==> config.mk <==
export PLATFORM = sky130hd
export DESIGN_NAME = rsf_top
export DESIGN_NICKNAME = d
export VERILOG_FILES = /design/src/rtl/rsf_pkg.sv /design/src/rtl/rsf_frame_stack.sv /design/src/rtl/rsf_mapper.sv /design/src/rtl/rsf_mem_seq.sv /design/src/rtl/rsf_top.sv
export SDC_FILE = /design/constraint.sdc
export NUM_CORES = 1
export LEC_CHECK = 0
export BUFFER_PORTS_ARGS = -buffer_cell sky130_fd_sc_hd__buf_2
export CORE_MARGIN = 5
export CORE_UTILIZATION = 30
export CTS_CLUSTER_DIAMETER = 80
export DETAILED_ROUTE_END_ITERATION = 7
export HOLD_SLACK_MARGIN = 0.15
export SLEW_MARGIN = 20
export SYNTH_ARGS = -nofsm -noshare
export SYNTH_HDL_FRONTEND = slang
export SYNTH_SLANG_ARGS = --single-unit
==> constraint.sdc <==
create_clock -name clk -period 14.15 [get_ports clk]
set_input_delay 2.1225 -clock clk [delete_from_list [all_inputs] [get_ports clk]]
set_output_delay 2.1225 -clock clk [all_outputs]
set_load 0.005 [all_outputs]
==> src/rtl/rsf_pkg.sv <==
package rsf_pkg;
  localparam int VREG_W        = 7;
  localparam int STACKED_FIRST = 32;

  typedef enum logic [1:0] {
    OP_NOP   = 2'd0,
    OP_ALLOC = 2'd1,
    OP_CALL  = 2'd2,
    OP_RET   = 2'd3
  } rsf_op_e;
endpackage

==> src/rtl/rsf_frame_stack.sv <==
// LIFO of saved caller counts; storage has no reset so it can map to RAM.
module rsf_frame_stack #(
  parameter int DEPTH = 8,
  parameter int CW    = 7
) (
  input  logic          clk,
  input  logic          rst,
  input  logic          push,
  input  logic          pop,
  input  logic [CW-1:0] push_loc,
  input  logic [CW-1:0] push_out,
  output logic [CW-1:0] top_loc,
  output logic [CW-1:0] top_out,
  output logic          full,
  output logic          empty
);
  localparam int PW = $clog2(DEPTH + 1);
  localparam int IW = (DEPTH > 1) ? $clog2(DEPTH) : 1;

  logic [CW-1:0] loc_mem [DEPTH];
  logic [CW-1:0] out_mem [DEPTH];
  logic [PW-1:0] sp;
  logic [IW-1:0] wr_idx, rd_idx;

  assign wr_idx  = IW'(sp);
  assign rd_idx  = IW'(sp - PW'(1));
  assign full    = (sp == PW'(DEPTH));
  assign empty   = (sp == '0);
  assign top_loc = loc_mem[rd_idx];
  assign top_out = out_mem[rd_idx];

  always_ff @(posedge clk) begin
    if (push) begin
      loc_mem[wr_idx] <= push_loc;
      out_mem[wr_idx] <= push_out;
    end
  end

  always_ff @(posedge clk) begin
    if (rst)       sp <= '0;
    else if (push) sp <= sp + PW'(1);
    else if (pop)  sp <= sp - PW'(1);
  end
endmodule

==> src/rtl/rsf_mapper.sv <==
// Registered virtual-to-physical translation for the stacked range.
module rsf_mapper
  import rsf_pkg::*;
#(
  parameter int NPHYS = 128,
  parameter int CW    = 7,
  localparam int SW   = $clog2(NPHYS)
) (
  input  logic              clk,
  input  logic              rst,
  input  logic [VREG_W-1:0] vreg,
  input  logic [SW-1:0]     base,
  input  logic [CW:0]       size,
  output logic              hit,
  output logic [SW-1:0]     slot
);
  logic [VREG_W-1:0] off;
  logic              in_frame;

  always_comb begin
    off      = vreg - VREG_W'(STACKED_FIRST);
    in_frame = (int'(vreg) >= STACKED_FIRST) && (int'(off) < int'(size));
  end

  always_ff @(posedge clk) begin
    if (rst) begin
      hit  <= 1'b0;
      slot <= '0;
    end else begin
      hit  <= in_frame;
      slot <= base + SW'(off);
    end
  end
endmodule

==> src/rtl/rsf_mem_seq.sv <==
// Issues spill or fill requests one slot at a time and owns the backing pointer.
module rsf_mem_seq #(
  parameter int NPHYS = 128,
  parameter int AW    = 16,
  localparam int SW   = $clog2(NPHYS),
  localparam int NW   = SW + 1
) (
  input  logic          clk,
  input  logic          rst,
  input  logic          start,
  input  logic          start_fill,
  input  logic [NW-1:0] start_cnt,
  input  logic [SW-1:0] base,
  input  logic [NW-1:0] ndirty,
  input  logic          mem_ready,
  output logic          mem_valid,
  output logic          mem_write,
  output logic [SW-1:0] mem_slot,
  output logic [AW-1:0] mem_addr,
  output logic          xfer
);
  logic [NW-1:0] cnt;
  logic          fill_mode;
  logic [AW-1:0] bsp;

  assign mem_valid = (cnt != '0);
  assign mem_write = ~fill_mode;
  assign xfer      = mem_valid & mem_ready;
  assign mem_slot  = fill_mode ? base + SW'(cnt - NW'(1)) : base - SW'(ndirty);
  assign mem_addr  = fill_mode ? bsp + AW'(1) : bsp;

  always_ff @(posedge clk) begin
    if (rst) begin
      cnt       <= '0;
      fill_mode <= 1'b0;
      bsp       <= '1;
    end else if (start) begin
      cnt       <= start_cnt;
      fill_mode <= start_fill;
    end else if (xfer) begin
      cnt <= cnt - NW'(1);
      bsp <= fill_mode ? bsp + AW'(1) : bsp - AW'(1);
    end
  end
endmodule

==> src/rtl/rsf_top.sv <==
// Frame control: base, counts, count of older live slots, command decode.
module rsf_top
  import rsf_pkg::*;
#(
  parameter int NPHYS = 128,
  parameter int FMAX  = 96,
  parameter int DEPTH = 8,
  parameter int AW    = 16,
  localparam int CW   = $clog2(FMAX + 1),
  localparam int SW   = $clog2(NPHYS)
) (
  input  logic              clk,
  input  logic              rst,
  input  logic              cmd_valid,
  input  logic [1:0]        cmd_op,
  input  logic [CW-1:0]     cmd_loc,
  input  logic [CW-1:0]     cmd_out,
  output logic              cmd_ready,
  output logic              err,
  output logic              busy,
  output logic [CW-1:0]     frame_loc,
  output logic [CW-1:0]     frame_out,
  input  logic [VREG_W-1:0] map_vreg,
  output logic              map_hit,
  output logic [SW-1:0]     map_slot,
  output logic              mem_valid,
  input  logic              mem_ready,
  output logic              mem_write,
  output logic [SW-1:0]     mem_slot,
  output logic [AW-1:0]     mem_addr
);
  localparam int NW = SW + 1;
  localparam int XW = SW + 3;

  logic [SW-1:0] base, base_n;
  logic [NW-1:0] nd, nd_n;
  logic [CW-1:0] loc_n, out_n;
  logic          accept, reject;
  logic          push, pop, stk_full, stk_empty;
  logic [CW-1:0] stk_loc, stk_out;
  logic          seq_start, seq_fill, seq_xfer;
  logic [NW-1:0] seq_cnt;
  logic [XW-1:0] sum_x, foot_x, ndk_x;
  rsf_op_e       op;

  assign op        = rsf_op_e'(cmd_op);
  assign busy      = mem_valid;
  assign cmd_ready = ~mem_valid;
  assign accept    = cmd_valid & ~mem_valid;
  assign push      = accept & (op == OP_CALL) & ~stk_full;
  assign pop       = accept & (op == OP_RET) & ~stk_empty;

  always_comb begin
    base_n    = base;
    nd_n      = nd;
    loc_n     = frame_loc;
    out_n     = frame_out;
    reject    = 1'b0;
    seq_start = 1'b0;
    seq_fill  = 1'b0;
    seq_cnt   = '0;
    sum_x     = XW'(cmd_loc) + XW'(cmd_out);
    foot_x    = '0;
    ndk_x     = '0;
    unique case (op)
      OP_ALLOC: begin
        if (sum_x > XW'(FMAX)) begin
          reject = 1'b1;
        end else begin
          loc_n  = cmd_loc;
          out_n  = cmd_out;
          foot_x = XW'(nd) + sum_x;
          if (foot_x > XW'(NPHYS)) begin
            seq_start = 1'b1;
            seq_cnt   = NW'(foot_x - XW'(NPHYS));
          end
        end
      end
      OP_CALL: begin
        if (stk_full) begin
          reject = 1'b1;
        end else begin
          base_n = base + SW'(frame_loc);
          nd_n   = nd + NW'(frame_loc);
          loc_n  = '0;
          out_n  = frame_out;
        end
      end
      OP_RET: begin
        if (stk_empty) begin
          reject = 1'b1;
        end else begin
          base_n = base - SW'(stk_loc);
          loc_n  = stk_loc;
          out_n  = stk_out;
          if (XW'(nd) >= XW'(stk_loc)) begin
            ndk_x  = XW'(nd) - XW'(stk_loc);
            nd_n   = NW'(ndk_x);
            foot_x = ndk_x + XW'(stk_loc) + XW'(stk_out);
            if (foot_x > XW'(NPHYS)) begin
              seq_start = 1'b1;
              seq_cnt   = NW'(foot_x - XW'(NPHYS));
            end
          end else begin
            nd_n      = '0;
            seq_start = 1'b1;
            seq_fill  = 1'b1;
            seq_cnt   = NW'(XW'(stk_loc) - XW'(nd));
          end
        end
      end
      default: ;
    endcase
    seq_start = seq_start & accept;
  end

  always_ff @(posedge clk) begin
    if (rst) begin
      base      <= '0;
      nd        <= '0;
      frame_loc <= '0;
      frame_out <= '0;
      err       <= 1'b0;
    end else begin
      err <= accept & reject;
      if (accept && !reject) begin
        base      <= base_n;
        nd        <= nd_n;
        frame_loc <= loc_n;
        frame_out <= out_n;
      end else if (seq_xfer && mem_write) begin
        nd <= nd - NW'(1);
      end
    end
  end

  rsf_frame_stack #(.DEPTH(DEPTH), .CW(CW)) u_stack (
    .clk(clk), .rst(rst), .push(push), .pop(pop),
    .push_loc(frame_loc), .push_out(frame_out),
    .top_loc(stk_loc), .top_out(stk_out),
    .full(stk_full), .empty(stk_empty)
  );

  rsf_mapper #(.NPHYS(NPHYS), .CW(CW)) u_map (
    .clk(clk), .rst(rst), .vreg(map_vreg), .base(base),
    .size((CW+1)'(frame_loc) + (CW+1)'(frame_out)),
    .hit(map_hit), .slot(map_slot)
  );

  rsf_mem_seq #(.NPHYS(NPHYS), .AW(AW)) u_seq (
    .clk(clk), .rst(rst), .start(seq_start), .start_fill(seq_fill),
    .start_cnt(seq_cnt), .base(base), .ndirty(nd), .mem_ready(mem_ready),
    .mem_valid(mem_valid), .mem_write(mem_write), .mem_slot(mem_slot),
    .mem_addr(mem_addr), .xfer(seq_xfer)
  );
endmodule

==> results.rst, run 1 <==
.. list-table::
   :header-rows: 1

   * - Metric
     - Value
   * - Transition time at the pin with the least slew margin
     - 1000 ps
   * - Internal Dissipation
     - 1480 uW
   * - Setup repair after global routing missed its margin
     - no
   * - Power density over cell area
     - 206 mW/mm2
   * - Critical-path top delay cell
     - sky130_fd_sc_hd__fa_1
   * - TritonCTS Sinks
     - between 150 and 200
   * - Maximum clock skew at final layout
     - 19.3 ps
   * - Length of routed met2 wiring
     - 15,400 um
   * - Routed met3 length
     - roughly 1500 um
   * - Arrival time reported for the critical path endpoint
     - 7330 ps
   * - Hold Crit Depth
     - 2
   * - Antenna Violating Nets Remaining
     - 0
   * - Gate Count Post-Synth
     - 1,109
   * - Required time at the worst-slack endpoint
     - 14,480 ps
   * - Clock Tree Root
     - sky130_fd_sc_hd__clkbuf_16
   * - Number of fill cells
     - 3,794
   * - Endpoint kind of the worst setup timing path
     - flip-flop
   * - Worst reg2reg path depth
     - 24
   * - Number of buffers inserted by port buffering
     - 76
   * - Critical path's top delay family
     - adder cells
   * - Drt initial violations
     - ~610
   * - Wire length per cell
     - 18.6 um
   * - Post-synthesis sequential area ratio
     - 0.408
   * - Layout overhead on the synthesized area
     - 13.7%
   * - Number of max-cap violations
     - 0
   * - Buffer and inverter count on the worst path
     - 5
   * - Global placer's final weighted congestion
     - 0.924
   * - Number of antenna repair diodes
     - 0
   * - Iteration count of the initial detailed-routing pass
     - 5
   * - Part of the cycle the worst path needs
     - 0.495
   * - Total number of cells along the worst setup path
     - 24
   * - Largest stage delay on the critical path
     - 520 ps
   * - Ratio of cells with drive above 1 in the final layout
     - 0.147
   * - Unique masters post-synth
     - 79
   * - TritonCTS clock tree
     - built
   * - Fin. max-slew vios
     - 0
   * - Die area
     - approximately 0.042 mm2
   * - I/O pin count
     - 77
   * - Largest vdd supply drop
     - 0.000121 V
   * - Post-route setup slack
     - 7140 ps
   * - Post-Syn Area per Cell
     - slightly above 10 um2
   * - Setup TNS
     - 0 ps
   * - Effective utilization at floorplan
     - 0.305
   * - Highest clock rate
     - 143 MHz
   * - Type of the tightest min-delay check
     - flip-flop to flip-flop
   * - Via count of the first global-routing pass
     - roughly 8,700
   * - Final #Nets
     - 1,294
   * - Global-route wire length before repair
     - 49,300 um
   * - Switching power of the nets
     - 1220 uW
   * - Count of endpoints failing setup in the final report
     - 0
   * - Inserted Clock Buffers
     - 17
   * - Summed instance area of the synthesized netlist
     - 0.0115 mm2
   * - Width of the chip
     - 206 um
   * - Setup Buffers After CTS
     - 0
   * - Type of the worst setup path
     - flip-flop to flip-flop
   * - Setup crit start kind
     - flip-flop
   * - Buffer levels on the longest clock path
     - 2
   * - Worst-case setup slack after placement
     - 7160 ps
   * - Global-route congestion overflow total
     - 0
   * - Number of enable flip-flop cells after synthesis
     - 112
   * - Sequential fraction of design power
     - 0.254
   * - Fraction of power spent switching nets
     - 0.451
   * - Cell-by-cell listing of the critical path
     - buf_4 > inv_1 > ha_1 > buf_4 > mux4_2 > mux2i_1 > inv_1 > ha_1 > nor2b_1 > o31a_1 > o21a_1 > nor2_1 > xnor2_1 > fa_1 > inv_1 > ha_1 > and3b_1 > a211oi_1 > o211ai_1 > or3_1 > a22oi_4 > o221ai_4 > and2_1 > o311a_1
   * - Leakage
     - a little under 0.005 uW
   * - Post-cts repair resize count
     - 0
   * - Total Wirelength
     - 31,400 um
   * - Largest net degree at the start of global routing
     - 48
   * - Skew-Pair Late Insertion Delay
     - 450 ps
   * - Clock Pin Slew Worst Setup and Hold Paths
     - 90 ps
   * - Number of antenna violations at the first check in global routing
     - 0
   * - Critical Path Fanout Max
     - 35
   * - Total routing resource utilization after global routing
     - 0.150
   * - Max_slew headroom
     - 0.328
   * - Post-route minimum period
     - 7010 ps
   * - Outcome
     - finished clean
   * - Asr flop ratio synth
     - 0
   * - Synthesized Nets
     - 1,236
   * - Quantity of hold-fixing buffers added after cts
     - 0
   * - Vias after detailed routing
     - 8,665
   * - Number of register bits inferred by synthesis
     - approximately 180
   * - Uppermost layer routed
     - met4
   * - Depth of the CTS H-tree
     - 4
   * - Vias per inst
     - 5.12
   * - M1 wire length
     - between 10,000 and 15,000 um
   * - Chip Height
     - 206 um
   * - YS warnings
     - 0
   * - Final hold violation count
     - 0
   * - Core Box Area
     - ~0.038 mm2
   * - DRC Markers
     - 0
   * - Post-detailed-placement half-perimeter wirelength
     - 23,300 um
   * - Floorplan row count
     - 71
   * - Part of the total power dissipated in combinational logic
     - 0.562
   * - Share of power burned in the clock network
     - 0.184
   * - Most instantiated flip-flop cell in the synthesis netlist
     - sky130_fd_sc_hd__edfxtp_1
-- worst register-to-register path, delay by kind of cell, from the launching register on --
| kind | cells | cell delay [ps] |
|---|---|---|
| buffers and inverters | 5 | 1250 |
| DFF | 1 | 330 |
| xor gates and xnor gates | 1 | 110 |
| AOI/OAI and AO/OA | 7 | 1580 |
| adders and majority gates | 4 | 1700 |
| and+or+nand+nor | 5 | 1170 |
| muxes | 2 | 760 |
-- state kept, by name (all words and copies together), names as in the netlist, 4 cells and up --
register and count:
u_stack.loc_mem 56, u_map.slot 7, frame_out 7, frame_loc 7, base 7, u_stack.sp 4
u_stack.out_mem 56, nd 8, u_seq.bsp 16, u_seq.cnt 8
-- cells in the final DEF, fill, tap and decap left out, types with 19 or more instances in the layout --
cell type,Yosys,layout
sky130_fd_sc_hd__xor2_1,34,34
sky130_fd_sc_hd__nand2_1,65,65
sky130_fd_sc_hd__o21ai_1,24,24
sky130_fd_sc_hd__inv_1,70,70
sky130_fd_sc_hd__xnor2_1,53,53
sky130_fd_sc_hd__ha_1,84,84
sky130_fd_sc_hd__o21ai_0,25,25
sky130_fd_sc_hd__dfxtp_1,67,66
sky130_fd_sc_hd__edfxtp_1,112,112
sky130_fd_sc_hd__a21oi_1,70,70
sky130_fd_sc_hd__buf_2,2,76
sky130_fd_sc_hd__a211oi_1,19,19
sky130_fd_sc_hd__nor2_1,100,97
sky130_fd_sc_hd__mux4_2,28,28
sky130_fd_sc_hd__a21o_1,19,19
sky130_fd_sc_hd__mux2i_1,26,26
sky130_fd_sc_hd__nor3_1,30,27
-- final timing paths --
kind | startpoint | to | slack [ps]
max | u_stack.sp[0] | u_seq.cnt[7] | 7140
min reg2reg | u_seq.bsp[15] | u_seq.bsp[15] | 530
max reg2reg | u_stack.sp[0] | u_seq.cnt[7] | 7140
min | u_seq.bsp[15] | u_seq.bsp[15] | 530
-- cells in the mapped netlist (all sizes together), types with 6 or more instances --
master	n	area, um2
o31ai	8	60.1
inv	74	278
nand4	6	37.5
o31a	6	52.6
xor2	35	314
fa	16	320
or3	13	81.3
o211ai	10	75.1
o21bai	7	52.6
clkbuf	39	146
nor4	11	68.8
nor2	100	375
a21o	19	143
dfxtp	67	1340
ha	84	1050
buf	11	55.1
and3	9	56.3
nand2b	11	68.8
o21ai	49	245
and2	6	37.5
a211oi	22	188
o21a	12	90.1
o32ai	7	61.3
nor3	31	160
nand2	65	244
a21oi	70	350
mux2i	27	283
xnor2	53	464
edfxtp	112	3360
nor2b	14	87.6
nand3	17	85.1
mux4	28	631
-- metrics by stage --
stage / instance area (um2) / std cells / power, uW / hold WS, ps / util
4_1_cts: 13100 / 1691 / 2710 / 529 / 0.347
5_1_grt: 13100 / 1691 / 2920 / 558 / 0.347
3_5_place_dp: 12500 / 1659 / 2200 / 505 / 0.330
3_3_place_gp: 12500 / 1659 / 2180 / 493 / 0.330
6_report: 13100 / 1691 / 2700 / 528 / 0.347
2_1_floorplan: 11500 / 1109 / 1800 / 469 / -
-- power by group through the flow --
stage | clock network, uW | registers, uW | logic, uW
3_3_place_gp | 0 | 696 | 1490
3_5_place_dp | 0 | 697 | 1510
5_1_grt | 531 | 692 | 1700
6_report | 498 | 686 | 1520
2_1_floorplan | 0 | 663 | 1140
4_1_cts | 510 | 685 | 1520
-- layout make-up --
cell class,count,area (um2),share of cell area
clock buffer,17,425,0.0325
clock inverter,15,206,0.0158
inverter,75,282,0.0215
multi-input combinational,805,6360,0.486
sequential,179,4710,0.359
tap,511,639,0.0488
timing repair buffer,89,478,0.0365
-- logic make-up after synthesis --
family	synth area share
buf+inv	0.0419
flops	0.408
simple gates	0.132
compound gates	0.148
mux	0.0812
fa+ha+maj	0.119
xor+xnor	0.0695
-- per-layer routing --
| metal | track usage | up-vias |
|---|---|---|
| li1 | - | 4177 |
| met1 | 0.191 | 4210 |
| met4 | 0.0539 | 0 |
| met5 | 0 | - |
| met2 | 0.254 | 221 |
| met3 | 0.0265 | 57 |
No activity file was read; power rests on OpenSTA's default activity.
==> run 2, diff against run 1 <==
==> constraint.sdc (replaced) <==
create_clock -name clk -period 6.3 [get_ports clk]
set_input_delay 0.945 -clock clk [delete_from_list [all_inputs] [get_ports clk]]
set_output_delay 0.945 -clock clk [all_outputs]
set_load 0.005 [all_outputs]
==> run 2 against run 1 <==
Effect of this change: cell count grew 0.71%; die area is the same; global-route usage grew 0.46 points; critical path type unchanged; setup slack lost 6800 ps; hold slack lost 11 ps; maximum frequency grew 18%; largest cell class unchanged; critical path depth shrank 1; cell area grew 1.0%; register-to-register slack lost 6800 ps; count of clock-buffer cells in the layout is the same; via count grew 0.57%.
==> results.rst, run 2 (same netlist as run 1, synthesis figures left out) <==
.. list-table::
   :header-rows: 1

   * - Metric
     - Value
   * - Vias after detailed routing
     - 8,714 (+0.57%)
   * - Iteration count of the initial detailed-routing pass
     - 4 (-1)
   * - Post-route minimum period
     - 5940 ps (-1070 ps)
   * - Vias per inst
     - 5.12 (-0.14%)
   * - Type of the tightest min-delay check
     - flip-flop to flip-flop
   * - Largest vdd supply drop
     - 0.000283 V (+130%)
   * - Number of buffers inserted by port buffering
     - 76 (unchanged)
   * - Final #Nets
     - 1,306 (+0.93%)
   * - Outcome
     - finished clean
   * - Number of max-cap violations
     - 0 (unchanged)
   * - Number of antenna violations at the first check in global routing
     - 1 (+1)
   * - I/O pin count
     - 77 (unchanged)
   * - Length of routed met2 wiring
     - 15,300 um (-0.45%)
   * - Total Wirelength
     - 32,600 um (+3.6%)
   * - Largest stage delay on the critical path
     - 510 ps (about the same)
   * - Maximum clock skew at final layout
     - 18.3 ps (-0.990 ps)
   * - Count of endpoints failing setup in the final report
     - 0 (unchanged)
   * - Number of antenna repair diodes
     - 0 (unchanged)
   * - TritonCTS clock tree
     - built
   * - Antenna Violating Nets Remaining
     - 0 (unchanged)
   * - Uppermost layer routed
     - met4
   * - Post-detailed-placement half-perimeter wirelength
     - 24,500 um (+5.0%)
   * - Final hold violation count
     - 0 (unchanged)
   * - Effective utilization at floorplan
     - 0.305 (unchanged)
   * - Biggest regs
     - u_stack.loc_mem (56), u_stack.out_mem (56), u_seq.bsp (16)
   * - Final Total Pwr
     - 6190 uW (+130%)
   * - Setup Buffers After CTS
     - 0 (unchanged)
   * - Skew-Pair Late Insertion Delay
     - 460 ps (about the same)
   * - Depth of the CTS H-tree
     - 4 (unchanged)
   * - Chip Height
     - 206 um (unchanged)
   * - Highest clock rate
     - 168 MHz (+18%)
   * - Fin. max-slew vios
     - 0 (unchanged)
   * - Quantity of hold-fixing buffers added after cts
     - 0 (unchanged)
   * - Critical path's top delay family
     - adder cells
   * - Clock Pin Slew Worst Setup and Hold Paths
     - 90 ps (about the same)
   * - Final Non-Filler Cells
     - 1,703 (+0.71%)
   * - M1 wire length
     - 14,500 um (+6.3%)
   * - Critical Path Fanout Max
     - 10 (-71%)
   * - Die area
     - 0.0424 mm2 (unchanged)
   * - Worst-case setup slack after placement
     - 175 ps (-6990 ps)
   * - Largest net degree at the start of global routing
     - 48 (unchanged)
   * - Most common cell after layout, fill and taps aside
     - sky130_fd_sc_hd__edfxtp_1
   * - Arrival time reported for the critical path endpoint
     - 6280 ps (-1050 ps)
   * - Power density over cell area
     - 468 mW/mm2 (+130%)
   * - Required time at the worst-slack endpoint
     - 6640 ps (-7840 ps)
   * - Setup TNS
     - 0 ps (unchanged)
   * - Transition time at the pin with the least slew margin
     - 1030 ps (+31.2 ps)
   * - Global placer's final weighted congestion
     - 0.948 (+2.6%)
   * - Inserted Clock Buffers
     - 17 (unchanged)
   * - Commonest non-fill, non-tap cells in the layout
     - 112 x sky130_fd_sc_hd__edfxtp_1, 94 x sky130_fd_sc_hd__nor2_1, 82 x sky130_fd_sc_hd__ha_1
   * - Total routing resource utilization after global routing
     - 0.154 (+0.00463)
   * - TritonCTS Sinks
     - 179 (unchanged)
   * - Max_slew headroom
     - 0.310 (-0.0187)
   * - DRC Markers
     - 0 (unchanged)
   * - Width of the chip
     - 206 um (unchanged)
   * - Global-route congestion overflow total
     - 0 (unchanged)
   * - Buffer levels on the longest clock path
     - 2 (unchanged)
   * - Global-route wire length before repair
     - 50,400 um (+2.1%)
   * - Post-route setup slack
     - 365 ps (-6780 ps)
   * - Buffer and inverter count on the worst path
     - 3 (-2)
   * - Leakage
     - 0.00504 uW (+1.4%)
   * - Setup crit start kind
     - flip-flop
   * - Routed met3 length
     - 1660 um (+12%)
   * - Clock Tree Root
     - sky130_fd_sc_hd__clkbuf_16
   * - Setup repair after global routing missed its margin
     - no
   * - Wire length per cell
     - 19.1 um (+2.8%)
   * - Post-cts repair resize count
     - 0 (unchanged)
   * - Drt initial violations
     - 537 (-11%)
   * - Worst hold margin
     - 517 ps (-11.3 ps)
   * - Ratio of cells with drive above 1 in the final layout
     - 0.160 (+0.0136)
   * - Part of the cycle the worst path needs
     - 0.942 (+0.447)
   * - Critical-path top delay cell
     - sky130_fd_sc_hd__fa_1
   * - # placed instances
     - 1,671 (+0.72%)
   * - Cell-by-cell listing of the critical path
     - inv_1 > ha_4 > mux4_2 > mux2i_4 > inv_2 > ha_1 > fa_1 > nor2b_1 > o31a_1 > o21a_1 > nor2_1 > xnor2_1 > fa_1 > inv_1 > ha_2 > and3b_1 > a211oi_1 > o211ai_1 > or3_1 > a22oi_4 > o221ai_4 > and2_1 > o311a_1
   * - Type of the worst setup path
     - flip-flop to flip-flop
   * - Via count of the first global-routing pass
     - 8,666 (-0.37%)
   * - Endpoint kind of the worst setup timing path
     - flip-flop
   * - Floorplan row count
     - 71 (unchanged)
   * - Layout overhead on the synthesized area
     - 14.9%
   * - Core Box Area
     - 0.0378 mm2 (unchanged)
run 2: changes by cell type in the layout (fill, tap and decap cells not counted), moves of 2 or more:
cell	before	now
sky130_fd_sc_hd__nor2_2	3	6
sky130_fd_sc_hd__buf_4	13	24
sky130_fd_sc_hd__nor2_1	97	94
sky130_fd_sc_hd__ha_1	84	82
run 2: worst paths after layout:
path            startpoint            end  slack (ps)  cells past startpoint
max          u_stack.sp[1]   u_seq.cnt[7]         360                     23
min          u_seq.bsp[15]  u_seq.bsp[15]         520                      2
max reg2reg  u_stack.sp[1]   u_seq.cnt[7]         360                     23
min reg2reg  u_seq.bsp[15]  u_seq.bsp[15]         520                      2
run 2: cell type report:
type / count / area (um2)
tap: 511 / 639
clock buffer: 17 / 425
sequential: 179 / 4710
clock inverter: 15 / 215
fill: 3788 / 24500
multi-input combinational: 805 / 6390
timing repair buffer: 101 / 572
inverter: 75 / 282
run 2: where the power goes:
| group | leakage (uW) | internal (uW) | switching [uW] | total [uW] |
|---|---|---|---|---|
| Sequential | 0.00159 | 1360 | 172 | 1540 |
| Clock | 0.000308 | 558 | 574 | 1130 |
| Combinational | 0.00315 | 1480 | 2040 | 3520 |
run 2: routing by layer:
metal	GRT usage	vias to the layer above
met2	0.252	248
met5	0	-
li1	-	4201
met3	0.0314	49
met1	0.201	4216
met4	0.0627	0
run 2: tightest hold or removal path, delay by kind of cell (launching register included):
| kind | cells | cell delay, ps |
|---|---|---|
| and+or+nand+nor | 1 | 50 |
| DFF | 1 | 360 |
| xor gates and xnor gates | 1 | 80 |
run 2: per-stage QoR:
stage	area, um2	utilization
2_1_floorplan	11500	-
3_3_place_gp	12600	0.333
3_5_place_dp	12600	0.333
4_1_cts	13200	0.350
5_1_grt	13200	0.350
6_report	13200	0.350
